===== src/rtl/tmr_quad_pkg.sv =====
package tmr_quad_pkg;
  localparam int unsigned NUM_TMR  = 4;
  localparam int unsigned CNT_W    = 16;
  localparam int unsigned CTRL_W   = 16;
  localparam int unsigned BUS_W    = CNT_W + CTRL_W;
  localparam int unsigned BE_W     = BUS_W / 8;
  localparam int unsigned SEL_W    = $clog2(NUM_TMR);
  localparam int unsigned ADDR_W   = SEL_W + $clog2(BE_W);
  localparam int unsigned PSC_W    = 10;
  localparam int unsigned NUM_PSC  = 4;
  localparam int unsigned PSEL_W   = $clog2(NUM_PSC);
  localparam int unsigned NUM_DREQ = 2;

  // control bit positions
  localparam int unsigned CB_PSEL = 0;
  localparam int unsigned CB_CASC = 2;
  localparam int unsigned CB_IRQ  = 6;
  localparam int unsigned CB_RUN  = 7;
  localparam logic [CTRL_W-1:0] CTRL_MASK = CTRL_W'(16'h00C7);

  typedef enum logic [1:0] {SZ_BYTE = 2'd0, SZ_HALF = 2'd1, SZ_WORD = 2'd2} acc_size_e;

  // divider bits that must be all ones for a tap: 0, 6, 8, 10
  function automatic int unsigned tap_bits(input int unsigned sel);
    return (sel == 0) ? 0 : 4 + 2 * sel;
  endfunction
endpackage


===== src/rtl/tmr_prescale.sv =====
module tmr_prescale
  import tmr_quad_pkg::*;
(
  input  logic               clk_i,
  input  logic               rst_ni,
  input  logic               clr_i,
  output logic [NUM_PSC-1:0] tick_o
);
  logic [PSC_W-1:0] div_q;

  always_ff @(posedge clk_i or negedge rst_ni) begin
    if (!rst_ni)    div_q <= '0;
    else if (clr_i) div_q <= '0;
    else            div_q <= div_q + 1'b1;
  end

  for (genvar g = 0; g < NUM_PSC; g++) begin : g_tap
    localparam logic [PSC_W-1:0] MASK = PSC_W'((1 << tap_bits(g)) - 1);
    assign tick_o[g] = (div_q & MASK) == MASK;
    if (g >= 2) begin : g_nest
      a_r5_tap_nest: assert property (@(posedge clk_i) disable iff (!rst_ni)
        tick_o[g] |-> tick_o[g-1]);
    end
  end
endmodule


===== src/rtl/tmr_channel.sv =====
module tmr_channel
  import tmr_quad_pkg::*;
#(
  parameter bit CHAIN_EN = 1'b1
) (
  input  logic               clk_i,
  input  logic               rst_ni,
  input  logic               wr_i,
  input  logic [BE_W-1:0]    be_i,
  input  logic [BUS_W-1:0]   wdata_i,
  input  logic [NUM_PSC-1:0] tick_i,
  input  logic               chain_i,
  output logic [CNT_W-1:0]   count_o,
  output logic [CTRL_W-1:0]  ctrl_o,
  output logic               ovf_o,
  output logic               start_o,
  output logic               irq_o
);
  localparam int unsigned LO_BYTES = CNT_W / 8;
  localparam int unsigned HI_BYTES = CTRL_W / 8;

  logic [CNT_W-1:0]  reload_q, reload_nx, count_q;
  logic [CTRL_W-1:0] ctrl_q, ctrl_nx;
  logic              ctrl_wr, casc_eff, inc, irq_q;

  always_comb begin
    reload_nx = reload_q;
    ctrl_nx   = ctrl_q;
    if (wr_i) begin
      for (int b = 0; b < LO_BYTES; b++)
        if (be_i[b]) reload_nx[8*b +: 8] = wdata_i[8*b +: 8];
      for (int b = 0; b < HI_BYTES; b++)
        if (be_i[LO_BYTES+b]) ctrl_nx[8*b +: 8] = wdata_i[CNT_W + 8*b +: 8];
    end
    ctrl_nx = ctrl_nx & CTRL_MASK;
  end

  assign ctrl_wr  = wr_i && (|be_i[BE_W-1:LO_BYTES]);
  assign start_o  = ctrl_wr && !ctrl_q[CB_RUN] && ctrl_nx[CB_RUN];
  assign casc_eff = CHAIN_EN && ctrl_q[CB_CASC];
  assign inc      = ctrl_q[CB_RUN] &&
                    (casc_eff ? chain_i : tick_i[ctrl_q[CB_PSEL +: PSEL_W]]);
  assign ovf_o    = inc && (&count_q);

  always_ff @(posedge clk_i or negedge rst_ni) begin
    if (!rst_ni) begin
      reload_q <= '0;
      ctrl_q   <= '0;
      count_q  <= '0;
      irq_q    <= 1'b0;
    end else begin
      reload_q <= reload_nx;
      ctrl_q   <= ctrl_nx;
      irq_q    <= ovf_o && ctrl_q[CB_IRQ];
      if (start_o || ovf_o) count_q <= reload_nx;
      else if (inc)         count_q <= count_q + 1'b1;
    end
  end

  assign count_o = count_q;
  assign ctrl_o  = ctrl_q;
  assign irq_o   = irq_q;

  a_r6_idle_hold: assert property (@(posedge clk_i) disable iff (!rst_ni)
    (!ctrl_q[CB_RUN] && !start_o) |=> count_q == $past(count_q));

  a_r7_chain_wait: assert property (@(posedge clk_i) disable iff (!rst_ni)
    (ctrl_q[CB_RUN] && casc_eff && !chain_i) |=> count_q == $past(count_q));

  a_r5_full_rate: assert property (@(posedge clk_i) disable iff (!rst_ni)
    (ctrl_q[CB_RUN] && !casc_eff && ctrl_q[CB_PSEL +: PSEL_W] == '0 && !(&count_q))
    |=> count_q == $past(count_q) + CNT_W'(1));
endmodule


===== src/rtl/tmr_quad_chain.sv =====
module tmr_quad_chain
  import tmr_quad_pkg::*;
(
  input  logic                clk_i,
  input  logic                rst_ni,
  input  logic                req_i,
  input  logic                we_i,
  input  logic [ADDR_W-1:0]   addr_i,
  input  logic [1:0]          size_i,
  input  logic [BUS_W-1:0]    wdata_i,
  output logic [BUS_W-1:0]    rdata_o,
  output logic [NUM_TMR-1:0]  irq_o,
  output logic [NUM_DREQ-1:0] dreq_o
);
  localparam int unsigned OFS_W = ADDR_W - SEL_W;

  logic [SEL_W-1:0]   sel;
  logic [OFS_W-1:0]   ofs;
  logic [BE_W-1:0]    be;
  logic [NUM_PSC-1:0] tick;
  logic [NUM_TMR-1:0] ovf, start, wr;
  logic [CNT_W-1:0]   cnt_a  [NUM_TMR];
  logic [CTRL_W-1:0]  ctrl_a [NUM_TMR];
  logic [BUS_W-1:0]   rdata_q;
  logic [NUM_DREQ-1:0] dreq_q;

  assign sel = addr_i[ADDR_W-1:OFS_W];
  assign ofs = addr_i[OFS_W-1:0];

  always_comb begin
    unique case (size_i)
      SZ_BYTE: be = BE_W'(1) << ofs;
      SZ_HALF: be = BE_W'(3) << {ofs[OFS_W-1], 1'b0};
      default: be = '1;
    endcase
  end

  tmr_prescale u_psc (
    .clk_i  (clk_i),
    .rst_ni (rst_ni),
    .clr_i  (|start),
    .tick_o (tick)
  );

  for (genvar i = 0; i < NUM_TMR; i++) begin : g_ch
    assign wr[i] = req_i && we_i && (sel == SEL_W'(i));
    tmr_channel #(.CHAIN_EN(i != 0)) u_ch (
      .clk_i   (clk_i),
      .rst_ni  (rst_ni),
      .wr_i    (wr[i]),
      .be_i    (be),
      .wdata_i (wdata_i),
      .tick_i  (tick),
      .chain_i ((i == 0) ? 1'b0 : ovf[(i == 0) ? 0 : i-1]),
      .count_o (cnt_a[i]),
      .ctrl_o  (ctrl_a[i]),
      .ovf_o   (ovf[i]),
      .start_o (start[i]),
      .irq_o   (irq_o[i])
    );
    if (i > 0) begin : g_chk
      a_r8_chain_src: assert property (@(posedge clk_i) disable iff (!rst_ni)
        (ovf[i] && ctrl_a[i][CB_CASC]) |-> ovf[i-1]);
    end
  end

  always_ff @(posedge clk_i or negedge rst_ni) begin
    if (!rst_ni) begin
      rdata_q <= '0;
      dreq_q  <= '0;
    end else begin
      dreq_q <= ovf[NUM_DREQ-1:0];
      if (req_i && !we_i) rdata_q <= {ctrl_a[sel], cnt_a[sel]};
    end
  end

  assign rdata_o = rdata_q;
  assign dreq_o  = dreq_q;
endmodule


===== config.mk =====
export PLATFORM = sky130hd
export DESIGN_NAME = tmr_quad_chain
export DESIGN_NICKNAME = d
export VERILOG_FILES = /design/src/rtl/tmr_quad_pkg.sv /design/src/rtl/tmr_prescale.sv /design/src/rtl/tmr_channel.sv /design/src/rtl/tmr_quad_chain.sv
export SDC_FILE = /design/constraint.sdc
export NUM_CORES = 1
export LEC_CHECK = 0
export BUFFER_PORTS_ARGS = -buffer_cell sky130_fd_sc_hd__buf_2
export CAP_MARGIN = 20
export CORE_MARGIN = 10
export CORE_UTILIZATION = 40
export DETAILED_ROUTE_END_ITERATION = 8
export PLACE_DENSITY_LB_ADDON = 0.05
export RECOVER_POWER = 25
export SETUP_SLACK_MARGIN = 0.15
export SYNTH_ARGS = -nofsm -noshare
export SYNTH_HDL_FRONTEND = slang
export SYNTH_HIERARCHICAL = 1
export SYNTH_SLANG_ARGS = --single-unit

===== constraint.sdc =====
create_clock -name clk_i -period 6.05 [get_ports clk_i]
set_input_delay 1.21 -clock clk_i [delete_from_list [all_inputs] [get_ports clk_i]]
set_output_delay 1.21 -clock clk_i [all_outputs]
set_load 0.02 [all_outputs]

== Word level (Yosys, flattened, before mapping) ==
Index checks and enable logic that the tools add are counted.

* Register bits after elaboration: 196
* Logic and storage cells: 145
* Output and inout port bits: 38

* Equal/unequal tests: 7
* Muxes and demuxes: 47
* Reduce and logical (&&, ||, !) cells: 55
* Order comparisons: 5
* Shifts and indexed selects: 2
* Bitwise operators: 1
* Add/sub/neg operators: 5

{| class="wikitable"
|+ Operators with widths
! operator !! number
|-
| 2-to-1 mux 16 bit || 16
|-
| 2-to-1 mux 8 bit || 16
|-
| adder 16 x 1 -> 16 bit, second input constant || 4
|-
| binary-select mux 16 bit (select 2 bit) || 2
|-
| AND reduction 16 bit || 4
|-
| logical AND 1 bit || 30
|-
| < comparator 2 x 3 -> 1 bit, second input constant || 4
|-
| adder 10 x 1 -> 10 bit, second input constant || 1
|-
| equality test 10 bit, second input constant || 1
|-
| 2-to-1 mux 10 bit || 1
|-
| binary-select mux 1 bit (select 2 bit) || 4
|-
| equality test 8 bit, second input constant || 1
|-
| one-hot mux 4 bit (2 select lines) || 1
|-
| AND reduction 2 bit || 4
|-
| nonzero test 2 bit || 4
|-
| 2-to-1 mux 1 bit || 7
|-
| equality test 6 bit, second input constant || 1
|-
| logical NOT 1 bit || 5
|-
| equality test 2 x 1 -> 1 bit, second input constant || 2
|-
| equality test 2 bit, second input constant || 2
|-
| logical NOT 2 bit || 2
|-
| logical OR 1 bit || 4
|-
| OR reduction 4 bit || 1
|-
| left shift 1 x 2 -> 4 bit, first input constant || 1
|-
| other kinds (4) || 4
|}

== Logic depth before layout (Yosys ltp) ==
Gate-level depths: netlist of the first run.

* Depth after elaboration: 16
* Mapped depth: 22
* Mapped depth without buffers: 18

== Hierarchy ==
Netlist of the first run, hierarchy kept.

{| class="wikitable"
|+ Modules (own cells, without submodules)
! module !! area each (um^2) !! instances !! sequential area each (um^2) !! cells an instance
|-
| tmr_channel at g_ch[1].u_ch ... || 2023.2 || 3 || 950.9 || 187
|-
| tmr_quad_chain || 2238.4 || 1 || 850.8 || 125
|-
| tmr_channel at g_ch[0].u_ch || 1961.9 || 1 || 950.9 || 176
|-
| tmr_prescale || 491.7 || 1 || 250.2 || 51
|}

== Least setup slack after synthesis of the first run ==
OpenSTA, ideal clock, no wires.

* Path kind: reg2reg
* From: register u_psc.div_q[0]
* To: register g_ch[3].u_ch.count_q[15]
* Setup slack: 1599 ps
* Data required time: 5921 ps
* Period minus slack after synthesis: 4451 ps
* Library setup time: 129 ps
* Arrival: 4322 ps
* Cell stages (with the launch flop): 21
* Cell sequence: dfrtp_1 -> ha_1 -> nand4_1 -> nor3_1 -> mux4_2 -> and2_1 -> buf_6 -> nand2_2 -> inv_2 -> and3_1 -> a221oi_1 -> buf_2 -> nor2_1 -> and3_1 -> a221oi_1 -> buf_2 -> nor2_1 -> and3_1 -> a221oi_1 -> o21ai_0 -> a2111o_1

* Cells in the longest elaborated chain, start to end: 16

{| class="wikitable"
|+ Ends and longest elaborated chain
! what !! RTL line !! text
|-
| from (decl) || tmr_prescale.sv:9 || <nowiki>logic [PSC_W-1:0] div_q;</nowiki>
|-
| from (signal assigned) || tmr_prescale.sv:14 || <nowiki>else div_q <= div_q + 1'b1;</nowiki>
|-
| equality test 10 bit (*) || tmr_prescale.sv:19 || <nowiki>assign tick_o[g] = (div_q & MASK) == MASK;</nowiki>
|-
| net tick[3] || tmr_quad_chain.sv:20 || <nowiki>logic [NUM_PSC-1:0] tick;</nowiki>
|-
| binary-select mux 1 bit (select 2 bit) (*) || tmr_channel.sv:42 || <nowiki>(casc_eff ? chain_i : tick_i[ctrl_q[CB_PSEL +: PSEL_W]]);</nowiki>
|-
| 2-to-1 mux 1 bit (implied by the code) (*) || tmr_channel.sv:42 ||
|-
| logical AND 1 bit (*) || tmr_channel.sv:41 || <nowiki>assign inc = ctrl_q[CB_RUN] &&</nowiki>
|-
| logical AND 1 bit (*) || tmr_channel.sv:43 || <nowiki>assign ovf_o = inc && (&count_q);</nowiki>
|-
| net ovf[0] || tmr_quad_chain.sv:21 || <nowiki>logic [NUM_TMR-1:0] ovf, start, wr;</nowiki>
|-
| 2-to-1 mux 1 bit (*) || tmr_channel.sv:42 ||
|-
| [2 not listed] || n/a ||
|-
| net ovf[1] || tmr_quad_chain.sv:21 ||
|-
| [1 not listed] || n/a ||
|-
| logical AND 1 bit (*) || tmr_channel.sv:41 ||
|-
| logical AND 1 bit (*) || tmr_channel.sv:43 ||
|-
| net ovf[2] || tmr_quad_chain.sv:21 ||
|-
| 2-to-1 mux 1 bit (*) || tmr_channel.sv:42 ||
|-
| logical AND 1 bit (*) || tmr_channel.sv:41 ||
|-
| logical AND 1 bit || tmr_channel.sv:43 ||
|-
| logical OR 1 bit || tmr_channel.sv:55 || <nowiki>if (start_o || ovf_o) count_q <= reload_nx;</nowiki>
|-
| 2-to-1 mux 16 bit / nonzero test 2 bit (equally long branches) || n/a ||
|-
| to (signal assigned) || tmr_channel.sv:55 ||
|-
| to (signal assigned) || tmr_channel.sv:56 || <nowiki>else if (inc) count_q <= count_q + 1'b1;</nowiki>
|-
| to (decl) || tmr_channel.sv:22 || <nowiki>logic [CNT_W-1:0] reload_q, reload_nx, count_q;</nowiki>
|}

Mark *: on every way through the listed nets, which the timed path passes. The rest lies on a longest branch. The select of a mux whose other input is x is not followed.
A chain may end at the register's enable or synchronous reset.

== Worst setup path in the final report of the first run ==
* From: register u_psc.div_q[0]
* To: register g_ch[3].u_ch.count_q[3]

* Cells in the longest elaborated chain, start to end: 16

{| class="wikitable"
|+ Ends and longest elaborated chain
! what !! RTL line
|-
| equality test 8 bit (*) || tmr_prescale.sv:19
|-
| net tick[2] || tmr_quad_chain.sv:20
|-
| binary-select mux 1 bit (select 2 bit) (*) || tmr_channel.sv:42
|-
| 2-to-1 mux 1 bit (implied by the code) (*) || tmr_channel.sv:42
|-
| logical AND 1 bit (*) || tmr_channel.sv:41
|-
| logical AND 1 bit (*) || tmr_channel.sv:43
|-
| net ovf[0] || tmr_quad_chain.sv:21
|-
| 2-to-1 mux 1 bit (*) || tmr_channel.sv:42
|-
| [2 not listed] || n/a
|-
| net ovf[1] || tmr_quad_chain.sv:21
|-
| [1 not listed] || n/a
|-
| logical AND 1 bit (*) || tmr_channel.sv:41
|-
| logical AND 1 bit (*) || tmr_channel.sv:43
|-
| net ovf[2] || tmr_quad_chain.sv:21
|-
| 2-to-1 mux 1 bit (*) || tmr_channel.sv:42
|-
| logical AND 1 bit (*) || tmr_channel.sv:41
|-
| logical AND 1 bit || tmr_channel.sv:43
|-
| logical OR 1 bit || tmr_channel.sv:55
|-
| 2-to-1 mux 16 bit / nonzero test 2 bit (equally long branches) || n/a
|}

Marks and branches as above.

==> results.yml, run 1 <==
sta:
  drv_slew: 129
  hold_viol: 0
  maxSlewHeadroom_pct: -193
  clock_skew_ns: 0.0146
  worstMarginPinSlew_ns: 4.39
  tns_ns: 0
  max_freq_mhz: 194
  period_minus_slack_ns: 5.16
  fin_crit_sh_pct: 85.4
  grt_setup_unrepaired: "no"
  worst_slack_ns: 0.886
  setup_viol: 0
  worst_hold_slack_ns: 0.483
flow_run:
  maxCapViolCount: 2
critical_path:
  cp.required_ns: 6.38
  arrival_ns: 5.49
  ff2ff_setup_slack_ns: 0.89
  start_kind: "flop"
  critPathMaxFanout: 13
  path_class: "reg -> reg"
  worstSetupEndpointType: "flop"
final_layout:
  final-instance-count-excl-fill: 1322
  syn2layout_area_growth_pct: 10.2
  utilization_pct: 45.1
  layout_common_cells: "dfrtp_1 (196), mux2_2 (94), buf_2 (67)"
  drive_above_1_share_pct: 30.4
  fin_nets: 1020
  final_area_um2: 11800
  final_common_cell: "dfrtp_1"
  nFillCells: 2485
routing:
  vias_per_cell: 5.74
  drtIter0Drc: 629
  route.detailed.drc: 0
  via_count: 7590
  wire_per_inst_um: 22.4
  drt-total-wl_mm: 29.5
  ant_nets: 0
  drt_first_pass_iters: 5
place:
  placed_area_um2: 11300
  placedCellCount: 1289
  post-place-ws_ns: 0.942
  gp_congestion: 0.872
  place_hpwl_mm: 21.9
  port_buffers: 68
logic_synthesis:
  synth.avg_cell_area_um2: 11.8
  ys_warn_count: 6
  syn_area_um2: 10700
  synthCells: 910
cts:
  ctsResizeCount: 0
  path_clk_slew_ns: 0.08
  clock_sinks: 196
  numCtsBuffers: 17
  cts_setup_buffers: 0
  cts.path.max_buffers: 2
  cts_hold_buf: 0
  clk_latency_ns: 0.43
  cts_tree: "yes"
  cts-root-buf: "clkbuf_16"
  htreeDepth: 4
power_and_ir_drop:
  finalPower_mw: 4.45
  leakagePower_nw: 5.10
  ir_drop_mv: 0.187
  powerDensity_nw_per_um2: 375
floorplan:
  die_w_um: 184
  die-area_um2: 33800
  row_count: 59
  die_h_um: 184
  core_um2: 26300
  start_util_pct: 40.9
  io_pins: 80
grt:
  grt_overflow_total: 0
  grt_pass1_vias: 7560
  grt_max_degree: 102
  grt_pass1_wl_mm: 46.2
  grt_usage_pct: 17.8
  antenna_found_initial: 1
outcome:
  status: "finished with violations"
  violations: "capacitance limit, slew limit"
hold_path:
  hold_path.class: "reg -> reg"
-- final timing paths --
check                                          from                                  end  cells after the start
setup / recovery           u_psc/div_q[0]$_DFF_PN0_  g_ch[3].u_ch/count_o[3]$_DFFE_PN0P_                     21
max in group asynchronous                    rst_ni  g_ch[3].u_ch/count_o[8]$_DFFE_PN0P_                      1
hold reg to reg             rdata_o[24]$_DFFE_PN0P_              rdata_o[24]$_DFFE_PN0P_                      1
setup reg to reg           u_psc/div_q[0]$_DFF_PN0_  g_ch[3].u_ch/count_o[3]$_DFFE_PN0P_                     21
hold / removal              rdata_o[24]$_DFFE_PN0P_              rdata_o[24]$_DFFE_PN0P_                      1
min in group asynchronous                    rst_ni              rdata_o[19]$_DFFE_PN0P_                      1
-- area by class of cell --
class | count | area (µm²) | share of cell area [%]
Clock inverter | 13 | 171 | 1.45
Tap cell | 335 | 419 | 3.54
Timing Repair Buffer | 85 | 484 | 4.09
Sequential cell | 196 | 4900 | 41.4
Inverter | 20 | 75.1 | 0.634
Antenna cell | 1 | 2.50 | 0.0211
Multi-Input combinational cell | 653 | 5350 | 45.2
Clock buffer | 19 | 433 | 3.66
-- report_power, final --
group | internal [mW] | leakage (nW) | total (mW) | switching (mW)
combinational | 0.588 | 2.46 | 1.17 | 0.579
sequential | 1.68 | 2.35 | 2.08 | 0.405
clock | 0.660 | 0.288 | 1.20 | 0.536
total | 2.93 | 5.10 | 4.45 | 1.52
-- sequential cells by signal (all words and copies together), names as in the netlist --
name and count:
dreq_o 2, g_ch.u_ch/count_o 64, g_ch.u_ch/ctrl_o 20, g_ch.u_ch/irq_o 4
g_ch.u_ch/reload_q 64, rdata_o 32, u_psc/div_q 10
-- critical path, stage by stage (launching register included) --
cell	delay [ns]
dfrtp_1	0.42
ha_1	0.25
nand4_1	0.19
nor2_1	0.08
buf_4	0.16
mux4_2	0.51
and2_1	0.21
nand2_2	0.12
inv_2	0.10
and3_1	0.19
a221oi_1	0.21
buf_4	0.24
nor2_1	0.11
and3_1	0.20
a221oi_1	0.23
buf_4	0.25
nor2_1	0.06
and3_1	0.18
a221o_1	0.50
a31oi_2	0.53
nor2_1	0.09
a211oi_1	0.23
-- per-layer routing --
layer  vias to the layer above  global-route usage, %  wire [µm]
li1                       3522                      -          -
met1                      3857                   26.2      14700
met2                       187                   27.1      13400
met3                        24                   2.51       1160
met4                         0                   3.61        267
met5                         -                      0          0
No activity file was read; power rests on OpenSTA's default activity.
==> inputs of run 2 (changes only) <==
--- a/config.mk
+++ b/config.mk
@@ -7,6 +7,7 @@
 export LEC_CHECK = 0
 export BUFFER_PORTS_ARGS = -buffer_cell sky130_fd_sc_hd__buf_2
 export CAP_MARGIN = 20
+export CORE_ASPECT_RATIO = 1.4
 export CORE_MARGIN = 10
 export CORE_UTILIZATION = 40
 export DETAILED_ROUTE_END_ITERATION = 8
==> run 2 against run 1 <==
The flow still finishes with violations (capacitance limit, slew limit). Final cell count decreased by 1.1%. Largest cell class unchanged. Largest power group unchanged. Critical path type unchanged. Cell area decreased by 0.51%. Sequential cell count unchanged.
==> results.yml, run 2 (synthesized netlist as in run 1, its figures left out) <==
hold_path:
  hold_start: "u_psc/div_q[0]$_DFF_PN0_"
  hold_path.class: "reg -> reg"
final_layout:
  layout_common_cells: "dfrtp_1 (196), mux2_2 (94), buf_2 (67)"
  utilization_pct: 44.8
  drive_above_1_share_pct: 30.0
  syn2layout_area_growth_pct: 9.65
  final_common_cell: "dfrtp_1"
  fin_nets: 1018
  antenna_cells: 0
place:
  port_buffers: 68
  gp_congestion: 0.918
  place_hpwl_mm: 22.4
power_and_ir_drop:
  finalPower_mw: 4.39
  p_sw_share_pct: 33.7
  leakagePower_nw: 5.07
  power_frac_comb_pct: 26.7
  powerDensity_nw_per_um2: 373
  power_frac_clock_pct: 26.1
  power.switching_mw: 1.48
  ir_drop_mv: 0.179
  power.internal_mw: 2.91
  seqPwrFrac_pct: 47.1
routing:
  ant_nets: 0
  vias_per_cell: 5.80
  route.detailed.drc: 0
  drt_first_pass_iters: 5
  wire_per_inst_um: 23.1
  drt-total-wl_mm: 30.2
  via_count: 7588
  drtIter0Drc: 382
grt:
  grt_pass1_wl_mm: 46.9
  grt_max_degree: 116
  grt_usage_pct: 18.1
  grt_pass1_vias: 7712
  antenna_found_initial: 0
  grt_overflow_total: 0
sta:
  tns_ns: 0
  maxSlewHeadroom_pct: -161
  clock_skew_ns: 0.0115
  max_freq_mhz: 200
  period_minus_slack_ns: 5.01
  fin_crit_sh_pct: 82.8
  hold_viol: 0
  worstMarginPinSlew_ns: 3.92
  drv_slew: 115
  setup_viol: 0
  grt_setup_unrepaired: "no"
cts:
  cts.path.max_buffers: 2
  htreeDepth: 4
  clock_sinks: 196
  clk_latency_ns: 0.44
  ctsResizeCount: 0
  path_clk_slew_ns: 0.07
  cts_tree: "yes"
  cts-root-buf: "clkbuf_16"
  cts_setup_buffers: 0
  numCtsBuffers: 17
  cts_hold_buf: 0
critical_path:
  cp-startpoint: "u_psc/div_q[0]$_DFF_PN0_"
  critPathMaxFanout: 13
  start_kind: "flop"
  worstSetupEndpointType: "flop"
  path_class: "reg -> reg"
  cp.required_ns: 6.40
  regToRegStartpoint: "u_psc/div_q[0]$_DFF_PN0_"
  arrival_ns: 5.35
outcome:
  violations: "capacitance limit, slew limit"
  status: "finished with violations"
floorplan:
  die_w_um: 159
  start_util_pct: 40.9
  die-area_um2: 33900
  row_count: 70
  core_um2: 26300
  io_pins: 80
  die_h_um: 214
flow_run:
  maxCapViolCount: 2
[run 2: cell count changes in the layout (fill, tap and decap cells not counted), moves of 2 or more]
cell	before	now
clkbuf_1	3	5
inv_8	2	0
clkinvlp_4	3	1
buf_4	15	13
clkbuf_8	0	3
inv_6	3	0
clkinv_4	0	2
[run 2: layout make-up]
cell class,instances,area [µm²]
multi-input cells,653,5350
fillers,2527,14500
clock buffers,24,482
flip-flops and latches,196,4900
well taps,324,405
clock inverters,8,100
inverters,20,75.1
repair buffers,83,467
[run 2: path summary, 6_finish.rpt]
path,to,slack [ns],depth (start not counted)
setup / recovery,g_ch[3].u_ch/count_o[3]$_DFFE_PN0P_,1.04,19
hold / removal,u_psc/div_q[0]$_DFF_PN0_,0.48,1
setup reg to reg,g_ch[3].u_ch/count_o[3]$_DFFE_PN0P_,1.04,19
hold reg to reg,u_psc/div_q[0]$_DFF_PN0_,0.48,1
max in group asynchronous,g_ch[3].u_ch/reload_q[8]$_DFF_PN0_,1.49,1
min in group asynchronous,rdata_o[21]$_DFFE_PN0P_,2.34,1
[run 2: per-layer routing]
metal	routed length [µm]	vias up	track usage, %
li1	-	3521	-
met1	13400	3912	23.7
met2	15300	119	30.0
met3	828	36	2.71
met4	625	0	5.51
met5	0	-	0
[run 2: power by group through the flow]
stage | clock, mW | sequential, mW | combinational (mW)
after floorplan | 0 | 2.04 | 0.826
after global routing | 1.24 | 2.13 | 1.29
after detailed placement | 0 | 2.09 | 1.19
after CTS | 1.19 | 2.06 | 1.19
after global placement | 0 | 2.08 | 1.18
final | 1.15 | 2.07 | 1.17
[run 2: critical path, cell delays in order (launching register included)]
cell,delay [ns]
dfrtp_1,0.41
ha_1,0.25
nand4_1,0.18
nor3_1,0.13
mux4_2,0.54
and2_1,0.21
nand2_2,0.11
inv_2,0.09
and3_1,0.19
a221oi_1,0.31
nor2_1,0.18
and3_1,0.21
a221oi_1,0.22
buf_4,0.25
nor2_1,0.08
and3_1,0.18
a221o_1,0.48
a31oi_2,0.56
nor2_1,0.09
a211oi_1,0.21
[run 2: metrics by stage]
step,worst slack [ns],instances,hold WS (ns),instance area [µm²]
2_1_floorplan,1.60,950,0.446,10900
3_3_place_gp,1.13,1276,0.473,11200
3_5_place_dp,1.05,1276,0.477,11200
4_1_cts,1.05,1308,0.486,11800
5_1_grt,0.591,1308,0.503,11800
6_report,1.04,1308,0.484,11800
